--- src/rtl/cfi_pkg.sv ---
package cfi_pkg;

  typedef enum logic [2:0] {
    CF_STATE   = 3'd0,
    CF_DISTURB = 3'd1,
    CF_TRANS   = 3'd2,
    CF_IRD     = 3'd3,
    CF_RDEST   = 3'd4,
    CF_DRDEST  = 3'd5,
    CF_RRAND   = 3'd6,
    CF_NONE    = 3'd7
  } cf_kind_e;

  // Direction index: 0 above, 1 below, 2 left, 3 right.
  function automatic int nbr_dir(int sel, int use_rnd, int seed);
    if (use_rnd != 0) begin
      return (seed ^ (seed >> 3) ^ (seed >> 7)) & 3;
    end
    return sel & 3;
  endfunction

  // Neighbour word of a victim in a grid of rows x wpr, mirrored at the edges.
  function automatic int nbr_addr(int vic, int wpr, int rows, int dir);
    int r;
    int c;
    r = vic / wpr;
    c = vic % wpr;
    case (dir)
      0:       r = (r == 0) ? r + 1 : r - 1;
      1:       r = (r == rows - 1) ? r - 1 : r + 1;
      2:       c = (c == 0) ? c + 1 : c - 1;
      default: c = (c == wpr - 1) ? c - 1 : c + 1;
    endcase
    return r * wpr + c;
  endfunction

endpackage

--- src/rtl/cfi_topology.sv ---
module cfi_topology #(
  parameter int ADDR_W        = 4,
  parameter int WORDS_PER_ROW = 4,
  parameter int VICTIM_ADDR   = 5,
  parameter int NBR_SEL       = 3,
  parameter int NBR_RANDOM    = 0,
  parameter int NBR_SEED      = 5
) (
  output logic [ADDR_W-1:0] vic_addr_o,
  output logic [ADDR_W-1:0] agg_addr_o
);
  localparam int DEPTH    = 1 << ADDR_W;
  localparam int ROWS     = DEPTH / WORDS_PER_ROW;
  localparam int AGG_DIR  = cfi_pkg::nbr_dir(NBR_SEL, NBR_RANDOM, NBR_SEED);
  localparam int AGG_WORD = cfi_pkg::nbr_addr(VICTIM_ADDR, WORDS_PER_ROW, ROWS, AGG_DIR);

  assign vic_addr_o = ADDR_W'(VICTIM_ADDR);
  assign agg_addr_o = ADDR_W'(AGG_WORD);
endmodule

--- src/rtl/cfi_lfsr.sv ---
module cfi_lfsr #(
  parameter int          W    = 16,
  parameter logic [15:0] SEED = 16'hACE1,
  parameter logic [15:0] TAPS = 16'hB400
) (
  input  logic clk,
  input  logic rst_n,
  input  logic step_i,
  output logic bit_o
);
  logic [W-1:0] state_q;
  logic [W-1:0] state_d;

  always_comb begin
    state_d = {1'b0, state_q[W-1:1]};
    if (state_q[0]) begin
      state_d = state_d ^ TAPS[W-1:0];
    end
  end

  always_ff @(posedge clk or negedge rst_n) begin
    if (!rst_n) begin
      state_q <= SEED[W-1:0];
    end else if (step_i) begin
      state_q <= state_d;
    end
  end

  assign bit_o = state_q[0];
endmodule

--- src/rtl/cfi_rd_port.sv ---
module cfi_rd_port
  import cfi_pkg::*;
#(
  parameter int DATA_W = 8,
  parameter int BIT    = 2
) (
  input  logic              clk,
  input  logic              rst_n,
  input  logic              rd_i,
  input  logic [DATA_W-1:0] word_i,
  input  logic              vic_hit_i,
  input  logic              armed_i,
  input  cf_kind_e          kind_i,
  input  logic              rnd_i,
  output logic [DATA_W-1:0] rdata_o
);
  logic [DATA_W-1:0] rdata_d;
  logic [DATA_W-1:0] rdata_q;

  always_comb begin
    rdata_d = word_i;
    if (vic_hit_i && armed_i) begin
      case (kind_i)
        CF_IRD, CF_RDEST: rdata_d[BIT] = ~word_i[BIT];
        CF_RRAND:         rdata_d[BIT] = rnd_i;
        default:          ;
      endcase
    end
  end

  always_ff @(posedge clk or negedge rst_n) begin
    if (!rst_n) begin
      rdata_q <= '0;
    end else if (rd_i) begin
      rdata_q <= rdata_d;
    end
  end

  assign rdata_o = rdata_q;
endmodule

--- src/rtl/cfi_array.sv ---
module cfi_array
  import cfi_pkg::*;
#(
  parameter int ADDR_W = 4,
  parameter int DATA_W = 8,
  parameter int BIT    = 2,
  parameter int NPORT  = 2
) (
  input  logic                               clk,
  input  logic                               rst_n,
  input  logic [NPORT-1:0]                   en_i,
  input  logic [NPORT-1:0]                   we_i,
  input  logic [NPORT-1:0][ADDR_W-1:0]       addr_i,
  input  logic [NPORT-1:0][DATA_W-1:0]       data_i,
  input  logic [ADDR_W-1:0]                  vic_addr_i,
  input  logic [ADDR_W-1:0]                  agg_addr_i,
  input  logic                               fault_en_i,
  input  cf_kind_e                           kind_i,
  input  logic                               agg_level_i,
  input  logic                               vic_level_i,
  output logic [(1<<ADDR_W)-1:0][DATA_W-1:0] mem_o
);
  localparam int DEPTH = 1 << ADDR_W;

  logic [DEPTH-1:0][DATA_W-1:0] mem_q;
  logic [DEPTH-1:0][DATA_W-1:0] mem_d;
  logic [DEPTH-1:0]             word_we;
  logic armed;
  logic vic_wr;
  logic vic_rd;
  logic vic_wbit;
  logic agg_touch;

  // Access classification against victim and aggressor; port 0 evaluated last wins.
  always_comb begin
    armed     = fault_en_i && (mem_q[agg_addr_i][BIT] == agg_level_i);
    vic_wr    = 1'b0;
    vic_rd    = 1'b0;
    vic_wbit  = 1'b0;
    agg_touch = 1'b0;
    for (int p = NPORT - 1; p >= 0; p--) begin
      if (en_i[p] && we_i[p] && (addr_i[p] == vic_addr_i)) begin
        vic_wr   = 1'b1;
        vic_wbit = data_i[p][BIT];
      end
      if (en_i[p] && !we_i[p] && (addr_i[p] == vic_addr_i)) begin
        vic_rd = 1'b1;
      end
      if (en_i[p] && (addr_i[p] == agg_addr_i)) begin
        agg_touch = 1'b1;
      end
    end
  end

  // Next array content: ideal writes, then the selected coupling effect.
  always_comb begin
    mem_d = mem_q;
    for (int p = NPORT - 1; p >= 0; p--) begin
      if (en_i[p] && we_i[p]) begin
        mem_d[addr_i[p]] = data_i[p];
      end
    end
    case (kind_i)
      CF_TRANS: begin
        if (armed && vic_wr && (mem_q[vic_addr_i][BIT] == vic_level_i) &&
            (vic_wbit != vic_level_i)) begin
          mem_d[vic_addr_i][BIT] = vic_level_i;
        end
      end
      CF_RDEST, CF_DRDEST: begin
        if (armed && vic_rd && !vic_wr) begin
          mem_d[vic_addr_i][BIT] = ~mem_q[vic_addr_i][BIT];
        end
      end
      CF_DISTURB: begin
        if (fault_en_i && agg_touch) begin
          mem_d[vic_addr_i][BIT] = ~mem_d[vic_addr_i][BIT];
        end
      end
      CF_STATE: begin
        if (fault_en_i && (mem_d[agg_addr_i][BIT] == agg_level_i) &&
            (mem_d[vic_addr_i][BIT] == vic_level_i)) begin
          mem_d[vic_addr_i][BIT] = ~vic_level_i;
        end
      end
      default: ;
    endcase
  end

  for (genvar w = 0; w < DEPTH; w++) begin : g_we
    assign word_we[w] = (mem_d[w] != mem_q[w]);
  end

  always_ff @(posedge clk or negedge rst_n) begin
    if (!rst_n) begin
      mem_q <= '0;
    end else begin
      for (int w = 0; w < DEPTH; w++) begin
        if (word_we[w]) begin
          mem_q[w] <= mem_d[w];
        end
      end
    end
  end

  assign mem_o = mem_q;
endmodule

--- src/rtl/cfi_dpmem.sv ---
module cfi_dpmem
  import cfi_pkg::*;
#(
  parameter int          ADDR_W        = 4,
  parameter int          DATA_W        = 8,
  parameter int          WORDS_PER_ROW = 4,
  parameter int          VICTIM_ADDR   = 5,
  parameter int          VICTIM_BIT    = 2,
  parameter int          NBR_SEL       = 3,
  parameter int          NBR_RANDOM    = 0,
  parameter int          NBR_SEED      = 5,
  parameter logic [15:0] RND_SEED      = 16'hACE1
) (
  input  logic              clk,
  input  logic              rst_n,
  input  logic              a_en,
  input  logic              a_we,
  input  logic [ADDR_W-1:0] a_addr,
  input  logic [DATA_W-1:0] a_wdata,
  output logic [DATA_W-1:0] a_rdata,
  input  logic              b_en,
  input  logic              b_we,
  input  logic [ADDR_W-1:0] b_addr,
  input  logic [DATA_W-1:0] b_wdata,
  output logic [DATA_W-1:0] b_rdata,
  input  logic              fault_en,
  input  logic [2:0]        fault_kind,
  input  logic              agg_level,
  input  logic              vic_level
);
  localparam int DEPTH = 1 << ADDR_W;
  localparam int NPORT = 2;

  logic [ADDR_W-1:0]              vic_addr;
  logic [ADDR_W-1:0]              agg_addr;
  logic [DEPTH-1:0][DATA_W-1:0]   mem_q;
  logic [NPORT-1:0]               p_en;
  logic [NPORT-1:0]               p_we;
  logic [NPORT-1:0][ADDR_W-1:0]   p_addr;
  logic [NPORT-1:0][DATA_W-1:0]   p_wdata;
  logic [NPORT-1:0][DATA_W-1:0]   p_rdata;
  logic [NPORT-1:0]               vic_rd;
  logic                           armed;
  logic                           rnd_bit;
  cf_kind_e                       kind;

  assign p_en    = {b_en, a_en};
  assign p_we    = {b_we, a_we};
  assign p_addr  = {b_addr, a_addr};
  assign p_wdata = {b_wdata, a_wdata};
  assign kind    = cf_kind_e'(fault_kind);

  cfi_topology #(
    .ADDR_W(ADDR_W), .WORDS_PER_ROW(WORDS_PER_ROW), .VICTIM_ADDR(VICTIM_ADDR),
    .NBR_SEL(NBR_SEL), .NBR_RANDOM(NBR_RANDOM), .NBR_SEED(NBR_SEED)
  ) u_topo (
    .vic_addr_o(vic_addr),
    .agg_addr_o(agg_addr)
  );

  cfi_array #(
    .ADDR_W(ADDR_W), .DATA_W(DATA_W), .BIT(VICTIM_BIT), .NPORT(NPORT)
  ) u_array (
    .clk(clk), .rst_n(rst_n),
    .en_i(p_en), .we_i(p_we), .addr_i(p_addr), .data_i(p_wdata),
    .vic_addr_i(vic_addr), .agg_addr_i(agg_addr),
    .fault_en_i(fault_en), .kind_i(kind),
    .agg_level_i(agg_level), .vic_level_i(vic_level),
    .mem_o(mem_q)
  );

  assign armed = fault_en && (mem_q[agg_addr][VICTIM_BIT] == agg_level);

  for (genvar p = 0; p < NPORT; p++) begin : g_port
    assign vic_rd[p] = p_en[p] && !p_we[p] && (p_addr[p] == vic_addr);

    cfi_rd_port #(.DATA_W(DATA_W), .BIT(VICTIM_BIT)) u_rd (
      .clk(clk), .rst_n(rst_n),
      .rd_i(p_en[p] && !p_we[p]),
      .word_i(mem_q[p_addr[p]]),
      .vic_hit_i(p_addr[p] == vic_addr),
      .armed_i(armed),
      .kind_i(kind),
      .rnd_i(rnd_bit),
      .rdata_o(p_rdata[p])
    );
  end

  cfi_lfsr #(.W(16), .SEED(RND_SEED), .TAPS(16'hB400)) u_lfsr (
    .clk(clk), .rst_n(rst_n), .step_i(|vic_rd), .bit_o(rnd_bit)
  );

  assign a_rdata = p_rdata[0];
  assign b_rdata = p_rdata[1];
endmodule

--- config.mk ---
export PLATFORM = sky130hd
export DESIGN_NAME = cfi_dpmem
export DESIGN_NICKNAME = d
export VERILOG_FILES = /design/src/rtl/cfi_pkg.sv /design/src/rtl/cfi_topology.sv /design/src/rtl/cfi_lfsr.sv /design/src/rtl/cfi_rd_port.sv /design/src/rtl/cfi_array.sv /design/src/rtl/cfi_dpmem.sv
export SDC_FILE = /design/constraint.sdc
export NUM_CORES = 1
export LEC_CHECK = 0
export BUFFER_PORTS_ARGS = -buffer_cell sky130_fd_sc_hd__buf_2
export CAP_MARGIN = 10
export CORE_UTILIZATION = 30
export CTS_CLUSTER_SIZE = 14
export DETAILED_ROUTE_END_ITERATION = 10
export PLACE_DENSITY_LB_ADDON = 0.3
export SYNTH_ARGS = -nofsm -noshare
export SYNTH_HDL_FRONTEND = slang
export SYNTH_SLANG_ARGS = --single-unit
--- constraint.sdc ---
create_clock -name clk -period 2.16 [get_ports clk]
set_input_delay 0.324 -clock clk [delete_from_list [all_inputs] [get_ports clk]]
set_output_delay 0.324 -clock clk [all_outputs]
set_load 0.005 [all_outputs]
==> flow_summary.json <==
{
  "crit_path_end_kind": "register",
  "yosys-top-cells-area": "dfrtp_1 (39%), mux4_2 (17%), mux2i_1 (14%)",
  "crit_fanout": 4,
  "syn_area_um2": 9724,
  "ios": 52,
  "power_mw": 10.11,
  "synth_cell_type_count": 52,
  "cts-htree-levels": 4,
  "synth_nets": 903,
  "reg2reg_slack_ns": 0.25,
  "clk_pin_slew_ns": 0.08,
  "synth_async_sr_flop_share_pct": 100.0,
  "insertion_delay_ns": 0.44,
  "fmax_ghz": 0.5225,
  "synth-edff-count": 0,
  "layout.nets": 967,
  "clock_sinks": 160,
  "gp_congestion": 0.8373,
  "start_kind": "register",
  "drt_iter0_drc": 446,
  "dp_hpwl_um": 20310,
  "min_path_type": "primary input to register",
  "status": "completed",
  "grt_first_pass_wirelength_um": 43260,
  "port_buffers": 51,
  "grt_pass1_vias": 7096,
  "synth_cells": 867,
  "slew_viol_final": 0,
  "p_comb_share_pct": 24.0,
  "core-area_um2": 31720,
  "antenna_found_initial": 1,
  "postCtsSetupBuffers": 0,
  "dieArea_um2": 33140,
  "fin_skew_ns": 0.01593,
  "die_w_um": 182.0,
  "hold_viol": 0,
  "tightest_slew_ns": 0.5747,
  "yosysTopAreaCellShare_pct": 39.11,
  "drtAntennaViolNets": 0,
  "track_usage_pct": 17.19,
  "p_clk_share_pct": 30.8,
  "die_y_um": 182.0,
  "vias": 7209,
  "hp-start": "a_wdata[2]",
  "synth_flop_cell": "dfrtp_1",
  "slew_headroom_pct": 61.59,
  "wl_per_cell_um": 20.47,
  "drv_cap": 0,
  "p_int_mw": 7.023,
  "arrival_ns": 2.23,
  "p_switching_mw": 3.090,
  "start_util_pct": 30.66,
  "worstReg2RegStart": "u_array.mem_o[50]",
  "r2r_cells": 6,
  "yosysWarnings": 0,
  "finalSetupViolCount": 0,
  "p_seq_share_pct": 45.3,
  "yosysSeqAreaShare_pct": 41.28,
  "min_path_cells": 2,
  "min_period_ns": 1.914,
  "vias_per_cell": 5.356,
  "r2r-end": "g_port[0].u_rd.rdata_o[2]",
  "grt-ovfl-total": 0,
  "worstPathRequired_ns": 2.47,
  "hold_slack_ns": 0.2257,
  "cts_tree": "done",
  "grt_setup_unrepaired": "no",
  "irDropWorstVdd_mv": 0.6162,
  "wl_um": 27550,
  "worst-setup-path-type": "register to register",
  "synthToLayoutAreaGrowth_pct": 17.13,
  "rows": 65,
  "ctsLongestPathBuffers": 2,
  "leakage_nw": 4.713,
  "grt_max_degree": 50,
  "cts-root-buf": "clkbuf_16",
  "firstDrtPassIters": 5,
  "syn_area_per_cell_um2": 11.22,
  "synth-seq-cells": 160,
  "yosysTopAreaCell": "dfrtp_1",
  "pwr_density_cell_nw_per_um2": 887.9,
  "timing.final.crit_share_pct": 88.60,
  "switching_share_pct": 30.55,
  "drive_gt1_share_pct": 29.98,
  "hold_end": "u_array.mem_o[50]",
  "cts_buffers": 17,
  "antenna_cells": 0,
  "drc": 0
}
sequential cells by signal (all words and copies together), names as in the netlist:
| signal | cells |
|---|---|
| g_port.u_rd.rdata_o | 16 |
| u_array.mem_o | 128 |
| u_lfsr.state_q | 16 |
worst max path at each step:
stage | from | endpoint | slack [ns] | depth (start not counted)
floorplan | b_addr[1] | g_port[1].u_rd.rdata_o[0] | 0.05 | 5
global placement | a_addr[0] | g_port[0].u_rd.rdata_o[2] | -0.1 | 8
detailed placement | b_addr[0] | g_port[1].u_rd.rdata_o[2] | -0.05 | 7
CTS | u_array.mem_o[50] | g_port[0].u_rd.rdata_o[2] | 0.25 | 6
global route | u_array.mem_o[42] | u_array.mem_o[42] | 0.09 | 6
finish | u_array.mem_o[50] | g_port[0].u_rd.rdata_o[2] | 0.25 | 6
cell usage after synthesis, drive strengths merged (4+ instances only):
master	instances
a21oi	59
buf	37
clkbuf	39
dfrtp	152
dfstp	8
inv	4
mux2	32
mux2i	136
mux4	75
nand2	87
nand2b	5
nand3	11
nand4	5
nand4b	4
nor2	78
nor2b	6
nor3	9
o21ai	79
xnor2	5
placed cells by master (no fill, tap or decap), types with 6 or more instances in the layout:
| master | n |
|---|---|
| buf_12 | 10 |
| buf_2 | 50 |
| mux2_2 | 32 |
| a21oi_1 | 59 |
| mux4_2 | 75 |
| nand2_1 | 86 |
| buf_4 | 59 |
| mux2i_1 | 136 |
| nor2b_1 | 6 |
| o21ai_0 | 78 |
| nor2_2 | 8 |
| dfrtp_1 | 152 |
| nand3_1 | 11 |
| clkbuf_16 | 17 |
| nor2_1 | 70 |
| nor3_1 | 9 |
| dfstp_2 | 8 |
per-stage QoR:
step	setup TNS (ns)	util (%)	worst slack (ns)	cell area, um2	std cells
global route	0	35.91	0.09363	11390	1346
detailed placement	-0.6021	34.00	-0.05397	10780	1313
global placement	-0.5270	34.00	-0.09726	10780	1313
floorplan	0	-	0.04726	9724	867
CTS	0	35.91	0.2507	11390	1346
finish	0	35.91	0.2463	11390	1346
critical path, cell delays in order, from the launching register on:
cell     delay [ns]
dfrtp_1        0.43
mux4_2         0.49
mux2i_1        0.16
buf_4          0.14
mux2i_1        0.18
nor3_1         0.06
o32a_1         0.33
kinds of logic (layout without fill, tap and decap cells):
family / count (synthesis) / after routing / synth area share (%)
multiplexers: 243 / 243 / 35.07
AND/OR/NAND/NOR: 226 / 226 / 11.01
flip-flops: 160 / 160 / 41.28
AO/OA/AOI/OAI: 153 / 153 / 8.389
buffers and inverters: 80 / 157 / 3.796
XOR/XNOR: 5 / 5 / 0.4503
what timing repair did:
item	4_1_cts	5_1_grt
endpoints found under the setup margin	0	1
hold buffers	1	0
hold endpoints to repair	38	0
gates resized for setup	0	1
power groups by stage:
stage / combinational (mW) / sequential [mW] / clock [mW]
detailed placement: 2.44 / 4.59 / 0
global route: 2.67 / 4.67 / 3.29
floorplan: 1.79 / 4.26 / 0
CTS: 2.44 / 4.55 / 3.18
finish: 2.42 / 4.58 / 3.11
global placement: 2.36 / 4.58 / 0
cell type report:
cell class                      instances  area, um2
Timing Repair Buffer                  121      914.6
Clock inverter                         13      152.6
Fill cell                            3125      20330
Clock buffer                           19      442.9
Sequential cell                       160       4014
Multi-Input combinational cell        627       5348
Inverter                                4      15.01
Tap cell                              402      503.0
per-layer routing:
layer,share of wire (%),GRT usage [%],routed length [um],vias to the layer above
met1,47,24.69,12900,3645
li1,-,-,-,3326
met2,46,26.59,12760,202
met5,0.062,0,17,-
met3,4.9,2.567,1356,34
met4,1.9,5.412,520,2
Power figures use the tool's default switching activity.
